===== config.mk =====
export PLATFORM = sky130hd
export DESIGN_NAME = alu8_core
export DESIGN_NICKNAME = d
export VERILOG_FILES = /design/src/rtl/alu8_pkg.sv /design/src/rtl/alu8_addsub.sv /design/src/rtl/alu8_bitops.sv /design/src/rtl/alu8_shifter.sv /design/src/rtl/alu8_core.sv
export SDC_FILE = /design/constraint.sdc
export NUM_CORES = 1
export LEC_CHECK = 0
export ABC_AREA = 1
export BUFFER_PORTS_ARGS = -buffer_cell sky130_fd_sc_hd__buf_4
export CELL_PAD_IN_SITES_DETAIL_PLACEMENT = 0
export CELL_PAD_IN_SITES_GLOBAL_PLACEMENT = 2
export CORE_ASPECT_RATIO = 1.75
export CORE_MARGIN = 2
export CORE_UTILIZATION = 31
export DETAILED_ROUTE_END_ITERATION = 16
export PLACE_DENSITY_LB_ADDON = 0.1
export SLEW_MARGIN = 5
export SYNTH_ARGS = -nofsm -noshare
export SYNTH_HDL_FRONTEND = slang
export SYNTH_SLANG_ARGS = --single-unit

===== constraint.sdc =====
create_clock -name vclk -period 5.6
set_input_delay 0.56 -clock vclk [all_inputs]
set_output_delay 0.56 -clock vclk [all_outputs]
set_load 0.1 [all_outputs]

===== src/rtl/alu8_pkg.sv =====
package alu8_pkg;
  localparam int FLAG_W = 6;
  localparam int FL_C = 0;
  localparam int FL_Z = 1;
  localparam int FL_N = 2;
  localparam int FL_V = 3;
  localparam int FL_S = 4;
  localparam int FL_H = 5;

  localparam logic [FLAG_W-1:0] MK_ALL   = 6'b111111;
  localparam logic [FLAG_W-1:0] MK_ZNVS  = 6'b011110;
  localparam logic [FLAG_W-1:0] MK_ZCNVS = 6'b011111;
  localparam logic [FLAG_W-1:0] MK_NONE  = 6'b000000;

  typedef enum logic [4:0] {
    OP_ADD  = 5'd0,  OP_ADC  = 5'd1,  OP_SUB = 5'd2,  OP_SBC = 5'd3,
    OP_AND  = 5'd4,  OP_OR   = 5'd5,  OP_XOR = 5'd6,  OP_COM = 5'd7,
    OP_NEG  = 5'd8,  OP_INC  = 5'd9,  OP_DEC = 5'd10, OP_LSL = 5'd11,
    OP_LSR  = 5'd12, OP_ROL  = 5'd13, OP_ROR = 5'd14, OP_ASR = 5'd15,
    OP_SWAP = 5'd16
  } op_e;

  typedef enum logic [2:0] {
    BS_AND, BS_OR, BS_XOR, BS_COM, BS_SWAP
  } bsel_e;

  typedef enum logic [2:0] {
    SH_LSL, SH_LSR, SH_ROL, SH_ROR, SH_ASR
  } ssel_e;
endpackage


===== src/rtl/alu8_addsub.sv =====
module alu8_addsub #(
  parameter int W = 8
) (
  input  logic [W-1:0] a_i,
  input  logic [W-1:0] b_i,
  input  logic         cin_i,
  input  logic         sub_i,
  output logic [W-1:0] sum_o,
  output logic         carry_o,
  output logic         half_o,
  output logic         ovf_o
);
  localparam int HB = W / 2;

  logic [W-1:0] b_eff;
  logic         c_eff;
  logic         co_raw;
  logic         hc_raw;

  // subtraction runs as a + ~b + ~borrow; carries invert into borrows
  assign b_eff = sub_i ? ~b_i : b_i;
  assign c_eff = sub_i ? ~cin_i : cin_i;
  assign {co_raw, sum_o} = {1'b0, a_i} + {1'b0, b_eff} + {{W{1'b0}}, c_eff};
  assign hc_raw  = a_i[HB] ^ b_eff[HB] ^ sum_o[HB];
  assign carry_o = sub_i ? ~co_raw : co_raw;
  assign half_o  = sub_i ? ~hc_raw : hc_raw;
  assign ovf_o   = (a_i[W-1] == b_eff[W-1]) && (sum_o[W-1] != a_i[W-1]);
endmodule


===== src/rtl/alu8_bitops.sv =====
module alu8_bitops
  import alu8_pkg::*;
#(
  parameter int W = 8
) (
  input  logic [W-1:0] a_i,
  input  logic [W-1:0] b_i,
  input  bsel_e        sel_i,
  output logic [W-1:0] res_o
);
  localparam int HB = W / 2;

  logic [W-1:0] swapped;

  for (genvar i = 0; i < HB; i++) begin : g_swap
    assign swapped[i]      = a_i[i+HB];
    assign swapped[i+HB]   = a_i[i];
  end

  always_comb begin
    res_o = '0;
    case (sel_i)
      BS_AND:  res_o = a_i & b_i;
      BS_OR:   res_o = a_i | b_i;
      BS_XOR:  res_o = a_i ^ b_i;
      BS_COM:  res_o = ~a_i;
      BS_SWAP: res_o = swapped;
      default: res_o = '0;
    endcase
  end
endmodule


===== src/rtl/alu8_shifter.sv =====
module alu8_shifter
  import alu8_pkg::*;
#(
  parameter int W = 8
) (
  input  logic [W-1:0] a_i,
  input  logic         cin_i,
  input  ssel_e        sel_i,
  output logic [W-1:0] res_o,
  output logic         cout_o
);
  always_comb begin
    res_o  = '0;
    cout_o = 1'b0;
    case (sel_i)
      SH_LSL: begin res_o = {a_i[W-2:0], 1'b0};     cout_o = a_i[W-1]; end
      SH_LSR: begin res_o = {1'b0, a_i[W-1:1]};     cout_o = a_i[0];   end
      SH_ROL: begin res_o = {a_i[W-2:0], cin_i};    cout_o = a_i[W-1]; end
      SH_ROR: begin res_o = {cin_i, a_i[W-1:1]};    cout_o = a_i[0];   end
      SH_ASR: begin res_o = {a_i[W-1], a_i[W-1:1]}; cout_o = a_i[0];   end
      default: begin res_o = '0; cout_o = 1'b0; end
    endcase
  end
endmodule


===== src/rtl/alu8_core.sv =====
module alu8_core
  import alu8_pkg::*;
#(
  parameter int W = 8
) (
  input  logic [4:0]        op_i,
  input  logic [W-1:0]      a_i,
  input  logic [W-1:0]      b_i,
  input  logic              c_in_i,
  input  logic              z_in_i,
  output logic [W-1:0]      result_o,
  output logic [FLAG_W-1:0] flags_o,
  output logic [FLAG_W-1:0] fmask_o
);
  localparam logic [W-1:0] ONE = {{(W-1){1'b0}}, 1'b1};

  logic [W-1:0] as_a, as_b, as_res, bo_res, sh_res;
  logic         as_cin, as_sub, as_c, as_h, as_v, sh_c;
  bsel_e        bsel;
  ssel_e        ssel;
  logic [W-1:0] res;
  logic         c_f, v_f, h_f, n_f, z_f, s_f, z_chain;
  logic [FLAG_W-1:0] mask;

  // operand and unit selection
  always_comb begin
    as_a   = a_i;
    as_b   = b_i;
    as_cin = 1'b0;
    as_sub = 1'b0;
    bsel   = BS_AND;
    ssel   = SH_LSL;
    case (op_i)
      OP_ADC:  as_cin = c_in_i;
      OP_SUB:  as_sub = 1'b1;
      OP_SBC:  begin as_sub = 1'b1; as_cin = c_in_i; end
      OP_NEG:  begin as_a = '0; as_b = a_i; as_sub = 1'b1; end
      OP_INC:  as_b = ONE;
      OP_DEC:  begin as_b = ONE; as_sub = 1'b1; end
      OP_OR:   bsel = BS_OR;
      OP_XOR:  bsel = BS_XOR;
      OP_COM:  bsel = BS_COM;
      OP_SWAP: bsel = BS_SWAP;
      OP_LSR:  ssel = SH_LSR;
      OP_ROL:  ssel = SH_ROL;
      OP_ROR:  ssel = SH_ROR;
      OP_ASR:  ssel = SH_ASR;
      default: ;
    endcase
  end

  alu8_addsub #(.W(W)) u_addsub (
    .a_i(as_a), .b_i(as_b), .cin_i(as_cin), .sub_i(as_sub),
    .sum_o(as_res), .carry_o(as_c), .half_o(as_h), .ovf_o(as_v)
  );

  alu8_bitops #(.W(W)) u_bitops (
    .a_i(a_i), .b_i(b_i), .sel_i(bsel), .res_o(bo_res)
  );

  alu8_shifter #(.W(W)) u_shifter (
    .a_i(a_i), .cin_i(c_in_i), .sel_i(ssel), .res_o(sh_res), .cout_o(sh_c)
  );

  // result and flag selection
  always_comb begin
    res     = '0;
    c_f     = 1'b0;
    v_f     = 1'b0;
    h_f     = 1'b0;
    mask    = MK_NONE;
    z_chain = 1'b0;
    case (op_i)
      OP_ADD, OP_ADC, OP_SUB, OP_SBC, OP_NEG: begin
        res  = as_res;
        c_f  = as_c;
        v_f  = as_v;
        h_f  = as_h;
        mask = MK_ALL;
        z_chain = (op_i == OP_SBC);
      end
      OP_INC, OP_DEC: begin
        res  = as_res;
        v_f  = as_v;
        mask = MK_ZNVS;
      end
      OP_AND, OP_OR, OP_XOR: begin
        res  = bo_res;
        mask = MK_ZNVS;
      end
      OP_COM: begin
        res  = bo_res;
        c_f  = 1'b1;
        mask = MK_ZCNVS;
      end
      OP_SWAP: res = bo_res;
      OP_LSL, OP_LSR, OP_ROL, OP_ROR, OP_ASR: begin
        res  = sh_res;
        c_f  = sh_c;
        v_f  = sh_res[W-1] ^ sh_c;
        mask = MK_ZCNVS;
      end
      default: ;
    endcase
  end

  assign n_f = res[W-1];
  assign z_f = z_chain ? (z_in_i && (res == '0)) : (res == '0);
  assign s_f = n_f ^ v_f;

  assign result_o = res;
  assign fmask_o  = mask;
  assign flags_o  = {h_f, s_f, v_f, n_f, z_f, c_f} & mask;
endmodule


Word-level counts from Yosys, hierarchy flattened:

Cells that the tools add are included.

* bits in registers: 0
* input port bits: 23
* output and inout port bits: 20

* add/sub/neg operators: 2
* equal/unequal tests: 26
* mux-type cells: 20
* bitwise operators: 13
* reductions and logical operators: 17

Operators by type and width (number)
* $pmux W8 S5: 2
* $eq A5 B4 Y1 const B: 8
* $pmux W3 S4: 2
* $pmux W8 S3: 1
* $eq A5 B3 Y1 const B: 4
* $reduce_or A5 Y1: 4
* $pmux W6 S3: 1
* $mux W8: 2
* $not A8 Y8: 2
* $pmux W8 S2: 1
* $eq A3 B2 Y1 const B: 4
* $eq A5 B2 Y1 const B: 2
* $add A8 B8 Y9: 1
* $add A9 B1 Y9: 1
* $and A8 B8 Y8: 1
* $logic_not A8 Y1: 1
* $mux W1: 8
* $or A8 B8 Y8: 1
* $xor A8 B8 Y8: 1
* $reduce_or A7 Y1: 1
* $and A6 B6 Y6: 1
* $eq A3 B1 Y1 const B: 2
* $eq A3 B3 Y1 const B: 2
* $logic_not A3 Y1: 2
* other kinds (14): 23

Logic depth before layout (Yosys ltp):

* word-level depth: 12
* depth in mapped cells: 22

Hierarchy:

A second synthesis with hierarchy kept.

* cell total of the unflattened synthesis: 376
* area total of the unflattened synthesis: 2080.7 sq um

Modules (own cells, without submodules)
* alu8_core: times used 1, cells each 129, area each 700.7 sq um, seq. area each 0.0 sq um
* alu8_bitops: times used 1, cells each 123, area each 668.1 sq um, seq. area each 0.0 sq um
* alu8_addsub: times used 1, cells each 73, area each 489.2 sq um, seq. area each 0.0 sq um
* alu8_shifter: times used 1, cells each 51, area each 222.7 sq um, seq. area each 0.0 sq um

Least setup slack after synthesis:

OpenSTA, ideal clock, no wires.

* kind: input -> output
* from: in op_i[4]
* to: out flags_o[1]
* arrival time: 5361 ps
* data required time: 5040 ps
* slack: -321 ps
* cell stages on the path: 17
* cells stage by stage: buf_6 > inv_4 > nand2_4 > inv_1 > nand2_2 > o22ai_1 > buf_4 > inv_1 > xor2_1 > fa_1 > nand3_1 > nand2_1 > nand4_1 > nand2_1 > nand2_1 > nand4_1 > nor2_1

* elaborated cells on any way between the ends: 57

RTL lines
* from (decl): RTL line alu8_core.sv:6 `input logic [4:0] op_i,`
* $eq A5 B4 Y1 (tied with other cells): RTL line alu8_core.sv:73 `case (op_i)`
* $reduce_or A6 Y1 (no line) (tied with other cells)
* $pmux W6 S3 *: RTL line alu8_core.sv:73
* net fmask_o[1]: RTL line alu8_core.sv:13 `output logic [FLAG_W-1:0] fmask_o`
* $and A6 B6 Y6 *: RTL line alu8_core.sv:113 `assign flags_o = {h_f, s_f, v_f, n_f, z_f, c_f} & mask;`
* to (decl): RTL line alu8_core.sv:12 `output logic [FLAG_W-1:0] flags_o,`

Mark *: on every way through the listed nets, which the timed path passes. The rest lies on a longest branch.

Final worst setup path:

* from: in op_i[3]
* to: out flags_o[1]

* word-level cells in the longest chain between the ends: 12
* elaborated cells on any way between the ends: 57

Ends and longest elaborated chain
* $eq A5 B4 Y1: RTL line alu8_core.sv:33, alu8_core.sv:73
* $reduce_or A2 Y1 (no line)
* $pmux W8 S2: RTL line alu8_core.sv:33 `case (op_i)`
* $not A8 Y8: RTL line alu8_addsub.sv:21 `assign b_eff = sub_i ? ~b_i : b_i;`
* $mux W8: RTL line alu8_addsub.sv:21
* $add A8 B8 Y9: RTL line alu8_addsub.sv:23 `assign {co_raw, sum_o} = {1'b0, a_i} + {1'b0, b_eff} + {{W{1'b0}}, c_eff};`
* $add A9 B1 Y9: RTL line alu8_addsub.sv:23
* $pmux W8 S3: RTL line alu8_core.sv:73
* $logic_not A8 Y1: RTL line alu8_core.sv:108 `assign z_f = z_chain ? (z_in_i && (res == '0)) : (res == '0);`
* $logic_and A1 B1 Y1: RTL line alu8_core.sv:108
* $mux W1: RTL line alu8_core.sv:108
* $and A6 B6 Y6 *: RTL line alu8_core.sv:113

Mark *: on every way between the ends. The rest lies on a longest branch, timed or not.

==> results by group <==
Worst hold path
  – Hold Crit Start: op_i[4]
  – Hold Crit Class: input pin to output port

Placement
  – DP HPWL: 5.552 mm
  – Routability congestion estimate: 0.8442
  – Port-buffer cells: 43

Power and ir drop
  – Comb power frac: 100.0%
  – Internal Power: 80.98 µW
  – Pwr dens: 145.4 nW/µm²
  – Switch share: 73.81%
  – VDD IR max: 159.8 µV
  – Sw power: 228.2 µW
  – Flop pwr share: 0%
  – Clock power share: 0%
  – Leakage power: 1.260 nW

GRT
  – Initial antenna violation count: 0
  – Grt total ovfl: 0
  – Vias in the first global route: 1992
  – Global Route Usage Sum: 21.16%
  – Largest net degree at the start of global routing: 15
  – First-pass GRT wire length: 10.32 mm

Detailed routing
  – Met2 WL post-DR: 3.566 mm
  – Detail Route Antenna Nets: 0
  – Remaining DRCs: 0
  – Drt first pass iters: 4
  – WL/cell: 15.24 µm
  – Total vias in the final route: 2067
  – DRT iter0 DRCs: 77
  – Wl on met1: 2.680 mm
  – WL met3: 147 µm
  – DR vias/cell: 4.841
  – Highest routed layer: met4
  – Routed wire length: 6.508 mm

Critical path
  – Arr. time, crit path: 4.20 ns
  – CP Class: input pin to output port
  – Worst Path Required: 5.04 ns
  – Startpoint type of the worst setup path: input pin
  – CP Launch Point: op_i[3]
  – CP max stage delay: 0.46 ns
  – Crit-path max FO: 10
  – Crit-path slowest cell: fa_1
  – CP Capture Type: output port
  – Crit-path cells: buf_4, nor2_4, nand2_2, o22ai_1, buf_4, inv_1, xor2_1, fa_1, fa_1, nand3_1, nand2_1, inv_1, nand2_1, nand3_1, nand2_1, a21oi_1, nand2_1, nor2_1, nand4_1, nor2_2, buf_4
  – Critical Path Most Common Cell: nand2_1

CTS
  – Hold-fix buffers, CTS: 0
  – Post-CTS Resized: 0
  – Post-CTS Setup Inserts: 0

Timing
  – Worst-margin pin slew: 0.5431 ns
  – Crit share post-route: 84.97%
  – Rel. slew slack: 63.66%
  – Maximum clock frequency: 210.2 MHz
  – Tmin final: 4.758 ns
  – Fin. max-slew vios: 0
  – Final-report setup violation count: 0
  – Setup tns final: 0 ns
  – Fin. Hold Viols: 0
  – RSZ-0062 raised after global routing: no

Cells and area
  – Multi-input logic area: 1478 µm²
  – Seq cells: 0
  – Register area: 0 µm²
  – Ant diodes: 0
  – Area Overhead vs Synth: 21.08%
  – Clock buf count: 0
  – Layout cells sized above 1: 19.37%
  – # nets final: 401
  – Fillers: 639
  – Final Core Density: 38.39%

Yosys
  – Syn avg cell area: 5.595 µm²
  – Synth area leader: nand2_1
  – Sequential share of the synthesized area: 0%
  – Synth top area share: 17.52%
  – Yosys cell types: 35
  – Largest cells by area after synthesis: nand2_1, ha_1, inv_1, nor2_1, nand3_1
  – Synthesized area: 1757 µm²
  – Post-Synthesis Cells: 314
  – Ys Warns: 0
  – Syn_nets: 362
  – Most frequent cells after synthesis: nand2_1, inv_1, nor2_1
  – Dominant cell by count in the synthesized netlist: nand2_1

Flow run
  – Maxcap violations: 0

Floorplanning
  – Row cnt: 36
  – Starting density of the core: 31.71%
  – Core ar.: 5540 µm²
  – Die W: 60.91 µm
  – Die height: 103.6 µm
  – Top-level I/O count: 43
  – Die area: 6309 µm²

Outcome
  – Status: completed
## worst max-delay path: cells and delay by family
| family | cells | cell delay [ns] |
|---|---|---|
| buffers and inverters | 5 | 0.89 |
| adder cells (fa/ha/maj) | 2 | 0.90 |
| AO/OA/AOI/OAI | 2 | 0.38 |
| XOR/XNOR | 1 | 0.20 |
| AND/OR/NAND/NOR | 11 | 1.24 |
## cells by family after synthesis
logic type / synth area share, %
AO/OA/AOI/OAI: 15.67
XOR/XNOR: 4.986
adder cells (fa/ha/maj): 18.66
buffers and inverters: 16.03
AND/OR/NAND/NOR: 44.66
## placed cells by master, fill, tap and decap left out, types with 2 or more instances in the layout
cell / count
o21ai_1: 4
a21oi_1: 8
nand3b_1: 2
o21ai_0: 6
nand2_1: 82
fa_1: 2
inv_1: 52
nand4_1: 13
o21ai_2: 2
o211ai_1: 6
nor3_1: 2
nand2_2: 6
o22ai_1: 11
nor2_2: 2
nor2_1: 35
nor2_4: 3
nand3_1: 22
inv_2: 3
ha_1: 23
buf_4: 45
xor2_1: 10
## cell type report
cell class | instances | share of cell area [%]
inverter | 57 | 10.18
multi-input combinational | 249 | 69.47
tap | 76 | 4.471
timing repair buffer | 45 | 15.88
## path summary, 6_finish.rpt
check	to	slack [ns]	depth (start not counted)
min	fmask_o[1]	1.60	3
max	flags_o[1]	0.84	21
## power by group through the flow
stage	Clock (mW)	Sequential, mW	Combinational [mW]
3_3_place_gp	0	0	0.311
4_1_cts	0	0	0.310
2_1_floorplan	0	0	0.234
3_5_place_dp	0	0	0.309
5_1_grt	0	0	0.333
6_report	0	0	0.309
## stage by stage
| stage | area, µm² | power (mW) | instances | hold WS [ns] | setup slack (ns) |
|---|---|---|---|---|---|
| 2_1_floorplan | 1759 | 0.2337 | 314 | 1.375 | 0.1160 |
| 3_3_place_gp | 2127 | 0.3109 | 427 | 1.603 | 0.8900 |
| 3_5_place_dp | 2127 | 0.3095 | 427 | 1.606 | 0.9057 |
| 4_1_cts | 2127 | 0.3105 | 427 | 1.607 | 0.8900 |
| 5_1_grt | 2127 | 0.3330 | 427 | 1.623 | 0.5558 |
| 6_report | 2127 | 0.3092 | 427 | 1.603 | 0.8416 |
## metal layers
layer / GRT usage [%] / vias up
met5: 0 / -
met4: 4.037 / 0
met3: 0.7491 / 8
met2: 40.40 / 37
met1: 24.62 / 936
li1: - / 1086
Note: power is estimated with default switching activity, not from simulation.
